$ cat config.mk
export PLATFORM = sky130hd
export DESIGN_NAME = fdd_display_ctrl
export DESIGN_NICKNAME = d
export VERILOG_FILES = /design/src/rtl/fdd_pkg.sv /design/src/rtl/fdd_port_reg.sv /design/src/rtl/fdd_digit_fsm.sv /design/src/rtl/fdd_dp_drive.sv /design/src/rtl/fdd_display_ctrl.sv
export SDC_FILE = /design/constraint.sdc
export NUM_CORES = 1
export LEC_CHECK = 0
export BUFFER_PORTS_ARGS = -buffer_cell sky130_fd_sc_hd__buf_2
export CAP_MARGIN = 20
export CORE_MARGIN = 4
export CORE_UTILIZATION = 41
export CTS_CLUSTER_SIZE = 40
export DETAILED_ROUTE_END_ITERATION = 8
export MAX_ROUTING_LAYER = met4
export PLACE_DENSITY_LB_ADDON = 0.15
export SLEW_MARGIN = 20
export SYNTH_ARGS = -nofsm -noshare
export SYNTH_HDL_FRONTEND = slang
export SYNTH_SLANG_ARGS = --single-unit
$ cat constraint.sdc
create_clock -name clk -period 1.9 [get_ports clk]
set_input_delay 0.285 -clock clk [delete_from_list [all_inputs] [get_ports clk]]
set_output_delay 0.285 -clock clk [all_outputs]
set_load 0.05 [all_outputs]
$ cat src/rtl/fdd_pkg.sv
package fdd_pkg;
    typedef enum logic [0:0] {
        ST_BLANK = 1'b0,
        ST_LIT   = 1'b1
    } disp_state_t;

    function automatic int unsigned count_ones(input logic [31:0] v, input int unsigned w);
        int unsigned n;
        n = 0;
        for (int unsigned i = 0; i < 32; i++) begin
            if (i < w && v[i]) n++;
        end
        return n;
    endfunction
endpackage

$ cat src/rtl/fdd_port_reg.sv
module fdd_port_reg #(
    parameter int W = 4
) (
    input  logic         clk,
    input  logic         rst_n,
    input  logic         ld,
    input  logic [W-1:0] d,
    output logic [W-1:0] q
);
    always_ff @(posedge clk or negedge rst_n) begin
        if (!rst_n)  q <= '0;
        else if (ld) q <= d;
    end
endmodule

$ cat src/rtl/fdd_digit_fsm.sv
module fdd_digit_fsm
    import fdd_pkg::*;
#(
    parameter int SEL_W = 3,
    localparam int NDIG = 1 << SEL_W
) (
    input  logic             clk,
    input  logic             rst_n,
    input  logic             wr_sel,
    input  logic [SEL_W-1:0] sel_in,
    output logic [NDIG-1:0]  en_n
);
    disp_state_t      state_q, state_d;
    logic [SEL_W-1:0] sel_q;

    always_comb begin
        state_d = state_q;
        unique case (state_q)
            ST_BLANK: if (wr_sel) state_d = ST_LIT;   // T_FIRST_SEL
            ST_LIT:   state_d = ST_LIT;               // T_RESEL stays here
            default:  state_d = ST_BLANK;
        endcase
    end

    always_ff @(posedge clk or negedge rst_n) begin
        if (!rst_n) begin
            state_q <= ST_BLANK;                      // T_RESET
            sel_q   <= '0;
        end else begin
            state_q <= state_d;
            if (wr_sel) sel_q <= sel_in;
        end
    end

    always_comb begin
        en_n = '1;
        unique case (state_q)
            ST_BLANK: en_n = '1;
            ST_LIT: begin
                for (int i = 0; i < NDIG; i++) begin
                    if (sel_q == SEL_W'(i)) en_n[i] = 1'b0;
                end
            end
            default: en_n = '1;
        endcase
    end
endmodule

$ cat src/rtl/fdd_dp_drive.sv
module fdd_dp_drive
    import fdd_pkg::*;
#(
    parameter int DP_W = 4
) (
    input  logic [DP_W-1:0] code,
    output logic [DP_W-1:0] dp_n
);
    logic valid;

    always_comb valid = (count_ones(32'(code), DP_W) == 1);

    for (genvar g = 0; g < DP_W; g++) begin : g_dp
        assign dp_n[g] = valid ? ~code[g] : 1'b1;
    end
endmodule

$ cat src/rtl/fdd_display_ctrl.sv
module fdd_display_ctrl #(
    parameter int BUS_W    = 8,
    parameter int ADDR_W   = 4,
    parameter int SEL_W    = 3,
    parameter int BCD_W    = 4,
    parameter int DP_W     = 4,
    parameter int PORT_DIG = 9,
    parameter int PORT_VAL = 2,
    parameter int PORT_DP  = 5,
    localparam int NDIG    = 1 << SEL_W
) (
    input  logic              clk,
    input  logic              rst_n,
    input  logic              out_stb,
    input  logic [ADDR_W-1:0] port_addr,
    input  logic [BUS_W-1:0]  bus_data,
    output logic [NDIG-1:0]   digit_en_n,
    output logic [BCD_W-1:0]  bcd_out,
    output logic [DP_W-1:0]   dp_n
);
    logic wr_dig, wr_val, wr_dp;
    logic [DP_W-1:0] dp_code;

    always_comb begin
        wr_dig = out_stb && (port_addr == ADDR_W'(PORT_DIG));
        wr_val = out_stb && (port_addr == ADDR_W'(PORT_VAL));
        wr_dp  = out_stb && (port_addr == ADDR_W'(PORT_DP));
    end

    fdd_digit_fsm #(.SEL_W(SEL_W)) u_dig (
        .clk    (clk),
        .rst_n  (rst_n),
        .wr_sel (wr_dig),
        .sel_in (bus_data[SEL_W-1:0]),
        .en_n   (digit_en_n)
    );

    fdd_port_reg #(.W(BCD_W)) u_val (
        .clk   (clk),
        .rst_n (rst_n),
        .ld    (wr_val),
        .d     (bus_data[BCD_W-1:0]),
        .q     (bcd_out)
    );

    fdd_port_reg #(.W(DP_W)) u_dpreg (
        .clk   (clk),
        .rst_n (rst_n),
        .ld    (wr_dp),
        .d     (bus_data[DP_W-1:0]),
        .q     (dp_code)
    );

    fdd_dp_drive #(.DP_W(DP_W)) u_dpdrv (
        .code (dp_code),
        .dp_n (dp_n)
    );
endmodule

Word-level counts from Yosys, hierarchy flattened:

Cells that the tools add are included.

* logic and storage cells: 46
* output and inout port bits: 16
* register bits: 12
* input bits: 15

* add/sub/neg operators: 3
* equality and inequality tests: 11
* mux-type cells: 19
* bitwise gates (word level): 5
* reductions and logical operators: 4

Operators by type and width (count)
* 32-bit by 1-bit adder with 32-bit output, second input constant: 3
* 32-bit 2-to-1 mux: 3
* 32-bit by 1-bit == test with 1-bit output, second input constant: 1
* 8-bit one-hot mux with 2 select lines: 1
* 1-bit 2-to-1 mux: 14
* 3-bit == test, second input constant: 4
* 3-bit by 2-bit == test with 1-bit output, second input constant: 2
* 1-bit inverter: 5
* 4-bit by 2-bit == test with 1-bit output, second input constant: 1
* 4-bit by 3-bit == test with 1-bit output, second input constant: 1
* 4-bit == test, second input constant: 1
* 3-bit by 1-bit == test with 1-bit output, second input constant: 1
* 1-bit logical AND: 3
* 3-bit logical NOT: 1
* 1-bit one-hot mux with 2 select lines: 1

Depth between registers and ports, before layout:

* depth after elaboration: 9
* mapped depth: 7
* gate-level depth less buffers: 7

Cells and area by module:

From an unflattened synthesis, not the netlist that was laid out.

* cells, all modules: 58
* area total of the unflattened synthesis: 700.7 sq um

By module, submodules not included
* fdd_port_reg: cells each 8, seq. area each 100.1 sq um, area each 145.1 sq um, instances 2
* fdd_digit_fsm: cells each 16, seq. area each 100.1 sq um, area each 216.5 sq um, instances 1
* fdd_dp_drive: cells each 20, seq. area each 0.0 sq um, area each 146.4 sq um, instances 1
* fdd_display_ctrl: cells each 6, seq. area each 0.0 sq um, area each 47.5 sq um, instances 1

Least setup slack after synthesis:

Ideal clock, no wire load.

* kind: reg-to-output
* from: register u_dpreg.q[0]
* to: output port dp_n[0]
* data arrival time: 2.059 ns
* data required time: 1.615 ns
* buffers on the path: 0
* path slack: -0.444 ns
* stages on the path, launching flop included: 8
* path through: dfrtp_1 inv_1 ha_1 xor2_1 ha_1 nor3b_1 a311o_1 nand4_1

* cells in the longest elaborated chain, start to end: 9
* elaborated cells between the ends (all ways): 10
* classes of those cells: 3 x add/sub; 1 x eq/ne; 5 x mux; 1 x bitwise

RTL lines
* start, declared: line fdd_port_reg.sv:8 `output logic [W-1:0] q`
* start signal, assigned: line fdd_port_reg.sv:11 `if (!rst_n) q <= '0;`
* start signal, assigned: line fdd_port_reg.sv:12 `else if (ld) q <= d;`
* 1-bit 2-to-1 mux: line fdd_pkg.sv:11 `if (i < w && v[i]) n++;`
* 32-bit by 1-bit adder with 32-bit output: line fdd_pkg.sv:11
* 32-bit 2-to-1 mux: line fdd_pkg.sv:11
* 32-bit by 1-bit adder with 32-bit output: line fdd_pkg.sv:11
* 32-bit 2-to-1 mux: line fdd_pkg.sv:11
* 32-bit by 1-bit adder with 32-bit output: line fdd_pkg.sv:11
* 32-bit 2-to-1 mux: line fdd_pkg.sv:11
* 32-bit by 1-bit == test with 1-bit output: line fdd_dp_drive.sv:11 `always_comb valid = (count_ones(32'(code), DP_W) == 1);`
* 1-bit 2-to-1 mux *: line fdd_dp_drive.sv:14 `assign dp_n[g] = valid ? ~code[g] : 1'b1;`
* end, declared: line fdd_display_ctrl.sv:19 `output logic [DP_W-1:0] dp_n`

Every way passes the cells marked *; elsewhere a longest branch is shown, timed or not.

Worst setup path after layout:

* from: register u_dpreg.q[1]
* to: output port dp_n[2]

* cells in the longest elaborated chain, start to end: 7

RTL lines (line)
* 32-bit 2-to-1 mux *: fdd_pkg.sv:11
* 32-bit by 1-bit adder with 32-bit output: fdd_pkg.sv:11
* 32-bit 2-to-1 mux *: fdd_pkg.sv:11
* 32-bit by 1-bit adder with 32-bit output: fdd_pkg.sv:11
* 32-bit 2-to-1 mux *: fdd_pkg.sv:11
* 32-bit by 1-bit == test with 1-bit output *: fdd_dp_drive.sv:11
* 1-bit 2-to-1 mux *: fdd_dp_drive.sv:14

Marks and branches as above.

==> impl_table.tex <==
\begin{tabular}{lr}
\hline
Metric & Value \\
\hline
\multicolumn{2}{l}{\textbf{Clocking}} \\
\quad Cell at the root of the clock tree & sky130\_fd\_sc\_hd\_\_clkbuf\_4 \\
\quad Level count of the clock H-tree & 1 \\
\quad CTS clk-pin slew, worst paths & 0.07 ns \\
\quad CTS tree & done \\
\quad Number of buffers added by the clock tree synthesis step & 3 \\
\quad TritonCTS sink count & 12 \\
\quad CTS max path bufs & 2 \\
\quad Insertion delay of the later-clocked pin in the worst-skew pair & 0.27 ns \\
\multicolumn{2}{l}{\textbf{STA}} \\
\quad Post-layout min period & between 2 and 2.5 ns \\
\quad Period Utilization, post-route & 127.4\% \\
\quad Pins Over Slew Limit & 0 \\
\quad Worst Max-Slew Pin Slew & 0.3599 ns \\
\quad Final Hold Viols & 0 \\
\quad Skew final & 0 ns \\
\quad Remaining max-slew budget at the tightest pin & roughly three quarters \\
\quad Setup repair after global routing missed its margin & true \\
\quad Slack of the critical path & -0.5212 ns \\
\quad Final setup vio count & 4 \\
\quad Achievable clock frequency & between 0.4 and 0.5 GHz \\
\quad Post-Route Setup TNS & -2.047 ns \\
\multicolumn{2}{l}{\textbf{Outcome}} \\
\quad Run status & complete, but fails checks \\
\quad Failing checks & negative setup slack \\
\multicolumn{2}{l}{\textbf{Synthesis}} \\
\quad Area share of the largest cell type after synthesis & 41.88\% \\
\quad Number of storage elements in the synthesis netlist & 12 \\
\quad Net count of the mapped netlist & 80 \\
\quad Synthesized area per cell & 11.56 sq um \\
\quad Syn. warnings & 0 \\
\quad Cell type with the highest aggregate area in the netlist & sky130\_fd\_sc\_hd\_\_dfrtp\_1 \\
\quad Synth Cell Area & just over 700 sq um \\
\quad Count of unique library cells instantiated by Yosys & 23 \\
\quad Post-Syn Instances & just over 60 \\
\quad Leading post-synthesis cells by cell area & sky130\_fd\_sc\_hd\_\_dfrtp\_1 42\%, sky130\_fd\_sc\_hd\_\_mux2\_2 16\%, sky130\_fd\_sc\_hd\_\_ha\_1 5.2\%, sky130\_fd\_sc\_hd\_\_nand4\_1 4.4\%, sky130\_fd\_sc\_hd\_\_nand3\_1 3.5\% \\
\quad Fraction of the yosys area taken by sequential cells & about two fifths \\
\multicolumn{2}{l}{\textbf{Global route}} \\
\quad Pin count of the biggest net entering global routing & 13 \\
\quad Overall overflow remaining after global route & 0 \\
\quad Number of global-route vias before repair & between 500 and 600 \\
\quad Wire length of the first global-routing pass & between 2 and 3 mm \\
\quad Number of antenna violations at the first check in global routing & 0 \\
\quad Total routing resource utilization after global routing & around 14\% \\
\multicolumn{2}{l}{\textbf{Power}} \\
\quad Worst-case vdd ir drop & a little under 0.9 mV \\
\quad Power per standard cell area & around 1400 mW/mm\^{}2 \\
\quad Static Leakage & between 0.0004 and 0.0005 uW \\
\quad Final Power & 1372 uW \\
\multicolumn{2}{l}{\textbf{Setup path}} \\
\quad Length in cells of the worst reg-to-reg path & 2 \\
\quad Worst setup path end & dp\_n[2] \\
\quad Crit path required time & around 1.6 ns \\
\quad Data arrival time of the critical path & between 2 and 2.5 ns \\
\quad Critical register-to-register path startpoint & u\_dpreg.q[1] \\
\quad CP Launch Type & register \\
\quad R2r endpoint & u\_dpreg.q[1] \\
\quad Critical Path Max Stage Delay & about 0.42 ns \\
\quad Register-to-Register Setup Slack & $\sim$0.96 ns \\
\quad Master of the slowest instance on the critical path & sky130\_fd\_sc\_hd\_\_dfrtp\_1 \\
\quad Crit. Startpoint & u\_dpreg.q[1] \\
\quad Crit. End Element & primary output \\
\quad Chain of cells forming the critical path & inv\_2 -> ha\_4 -> xor2\_1 -> ha\_1 -> nor3b\_2 -> a311o\_1 -> nand4\_1 -> buf\_6 \\
\quad Critical setup path kind & register to primary output \\
\quad Maximum fanout along the worst path & 4 \\
\multicolumn{2}{l}{\textbf{Cells and area}} \\
\quad Layout overhead on the synthesized area & 41.01\% \\
\quad Highest-count cells in the layout ignoring fill and taps & 22 x sky130\_fd\_sc\_hd\_\_buf\_2, 12 x sky130\_fd\_sc\_hd\_\_dfrtp\_1, 10 x sky130\_fd\_sc\_hd\_\_mux2\_2 \\
\quad Final antenna diode count & 0 \\
\quad Share of layout cells above drive strength 1 & around 60\% \\
\quad Nets@finish & approximately 120 \\
\quad Most common cell after layout, fill and taps aside & sky130\_fd\_sc\_hd\_\_buf\_2 \\
\quad FILL cells & 130 \\
\quad Final standard cell count with taps included and fillers excluded & approximately 120 \\
\quad Post-route cell area & slightly above 0.001 sq mm \\
\multicolumn{2}{l}{\textbf{Die}} \\
\quad Die H & approximately 50 um \\
\quad Floorplan row count & 14 \\
\quad Core area & $\sim$0.0016 sq mm \\
\quad Horizontal die dimension & about 50 um \\
\quad Top-level port count & 31 \\
\quad Initial Utilization & a little under half \\
\quad Floorplan die area & roughly 0.0025 sq mm \\
\multicolumn{2}{l}{\textbf{Drt}} \\
\quad Pre-Repair DR Iteration Count & 4 \\
\quad Routed wirelength normalized by instance count & roughly 13 um \\
\quad Antenna-violating nets left & 0 \\
\quad Total Routed Length & $\sim$1.5 mm \\
\quad DRC violations left & 0 \\
\quad Number of vias per cell & 5.276 \\
\quad DRC violation total after the first TritonRoute iteration & 8 \\
\quad Vias & 612 \\
\multicolumn{2}{l}{\textbf{Placed design}} \\
\quad Area of placed instances & $\sim$920 sq um \\
\quad Half-perimeter wire length after detailed placement & 1.176 mm \\
\quad Total instance count after detailed placement & roughly 110 \\
\quad Count of buffers from port buffering & 26 \\
\quad Last weighted congestion value of the routability-driven placer & roughly 0.68 \\
\multicolumn{2}{l}{\textbf{Hold path}} \\
\quad Worst hold path class & primary input to register \\
\multicolumn{2}{l}{\textbf{Flow run}} \\
\quad Maximum capacitance violations & 0 \\
\hline
\end{tabular}
cells in the mapped netlist (all sizes together):
| master | n |
|---|---|
| dfrtp | 12 |
| mux2 | 11 |
| nand3 | 5 |
| nand4 | 5 |
| nand2 | 4 |
| ha | 3 |
| inv | 3 |
| nor2 | 3 |
| nor2b | 3 |
| nor3b | 3 |
| nand3b | 2 |
| a21oi | 1 |
| a311o | 1 |
| and4b | 1 |
| buf | 1 |
| o311ai | 1 |
| or2 | 1 |
| xnor2 | 1 |
| xor2 | 1 |
logic make-up (layout without fill, tap and decap cells):
| kind of cell | Yosys count | count (layout) | share of synthesized area (%) |
|---|---|---|---|
| xor gates and xnor gates | 2 | 2 | 2.444 |
| and+or+nand+nor | 27 | 27 | 26.18 |
| muxes | 11 | 11 | 17.28 |
| buffers and inverters | 4 | 42 | 2.618 |
| AOI/OAI and AO/OA | 3 | 3 | 4.363 |
| DFF | 12 | 12 | 41.89 |
| adders and majority gates | 3 | 3 | 5.236 |
state kept, by name, summed over array words and instances (netlist names):
signal and count:
u_val.q 4, u_dig.state_q 1, u_dpreg.q 4, u_dig.sel_q 3
per-layer routing:
metal | up-vias | part of all wire, % | global-route usage [%]
met5 | - | 0 | -
met4 | 0 | 0 | 4.147
met3 | 0 | 6.8 | 5.422
met2 | 19 | 46 | 20.04
met1 | 286 | 47 | 17.61
li1 | 307 | - | -
worst min-delay path by stage:
stage	depth (start not counted)	slack, ns	from	to
5_1_grt	2	0.25	bus_data[3]	u_dpreg.q[3]
4_1_cts	2	0.24	bus_data[3]	u_dpreg.q[3]
3_5_place_dp	1	0.17	rst_n	u_val.q[2]
3_3_place_gp	1	0.17	rst_n	u_val.q[2]
6_report	2	0.25	bus_data[3]	u_dpreg.q[3]
2_1_floorplan	0	-0.01	rst_n	u_dig.sel_q[0]
worst max-delay path: cells and delay by family (launching register included):
| family | cells | cell delay [ns] |
|---|---|---|
| fa+ha+maj | 2 | 0.54 |
| xor+xnor | 1 | 0.14 |
| compound gates | 1 | 0.36 |
| flops | 1 | 0.42 |
| simple gates | 2 | 0.16 |
| buf+inv | 2 | 0.23 |
cell type report:
type / instances / area (sq um) / area share, %
clock buffer: 4 / 36.28 / 3.589
timing repair buffer: 35 / 225.2 / 22.28
tap: 16 / 20.02 / 1.980
multi-input combinational: 46 / 417.9 / 41.34
inverter: 3 / 11.26 / 1.114
sequential: 12 / 300.3 / 29.70
power breakdown:
| part | switching (uW) | internal [uW] | leakage (uW) |
|---|---|---|---|
| combinational | 482 | 308 | 0.000296 |
| sequential | 66.8 | 313 | 0.000145 |
| clock | 85.0 | 117 | 0.0000210 |
| total | 634 | 738 | 0.000462 |
per-stage QoR:
stage	hold slack, ns	util [%]	setup slack, ns
2_1_floorplan	-0.01059	-	-0.3000
3_3_place_gp	0.1734	58.49	-0.2344
3_5_place_dp	0.1739	58.49	-0.2511
4_1_cts	0.2416	63.49	-0.4827
5_1_grt	0.2451	64.13	-0.6489
6_report	0.2523	64.13	-0.5212
what timing repair did:
action	4_1_cts	5_1_grt
gates resized for setup	8	1
pin swaps	3	1
hold endpoints to repair	12	0
hold buffers	1	0
endpoints found under the setup margin	4	4
buffers inserted	1	1
Note: power is estimated with default switching activity, not from simulation.
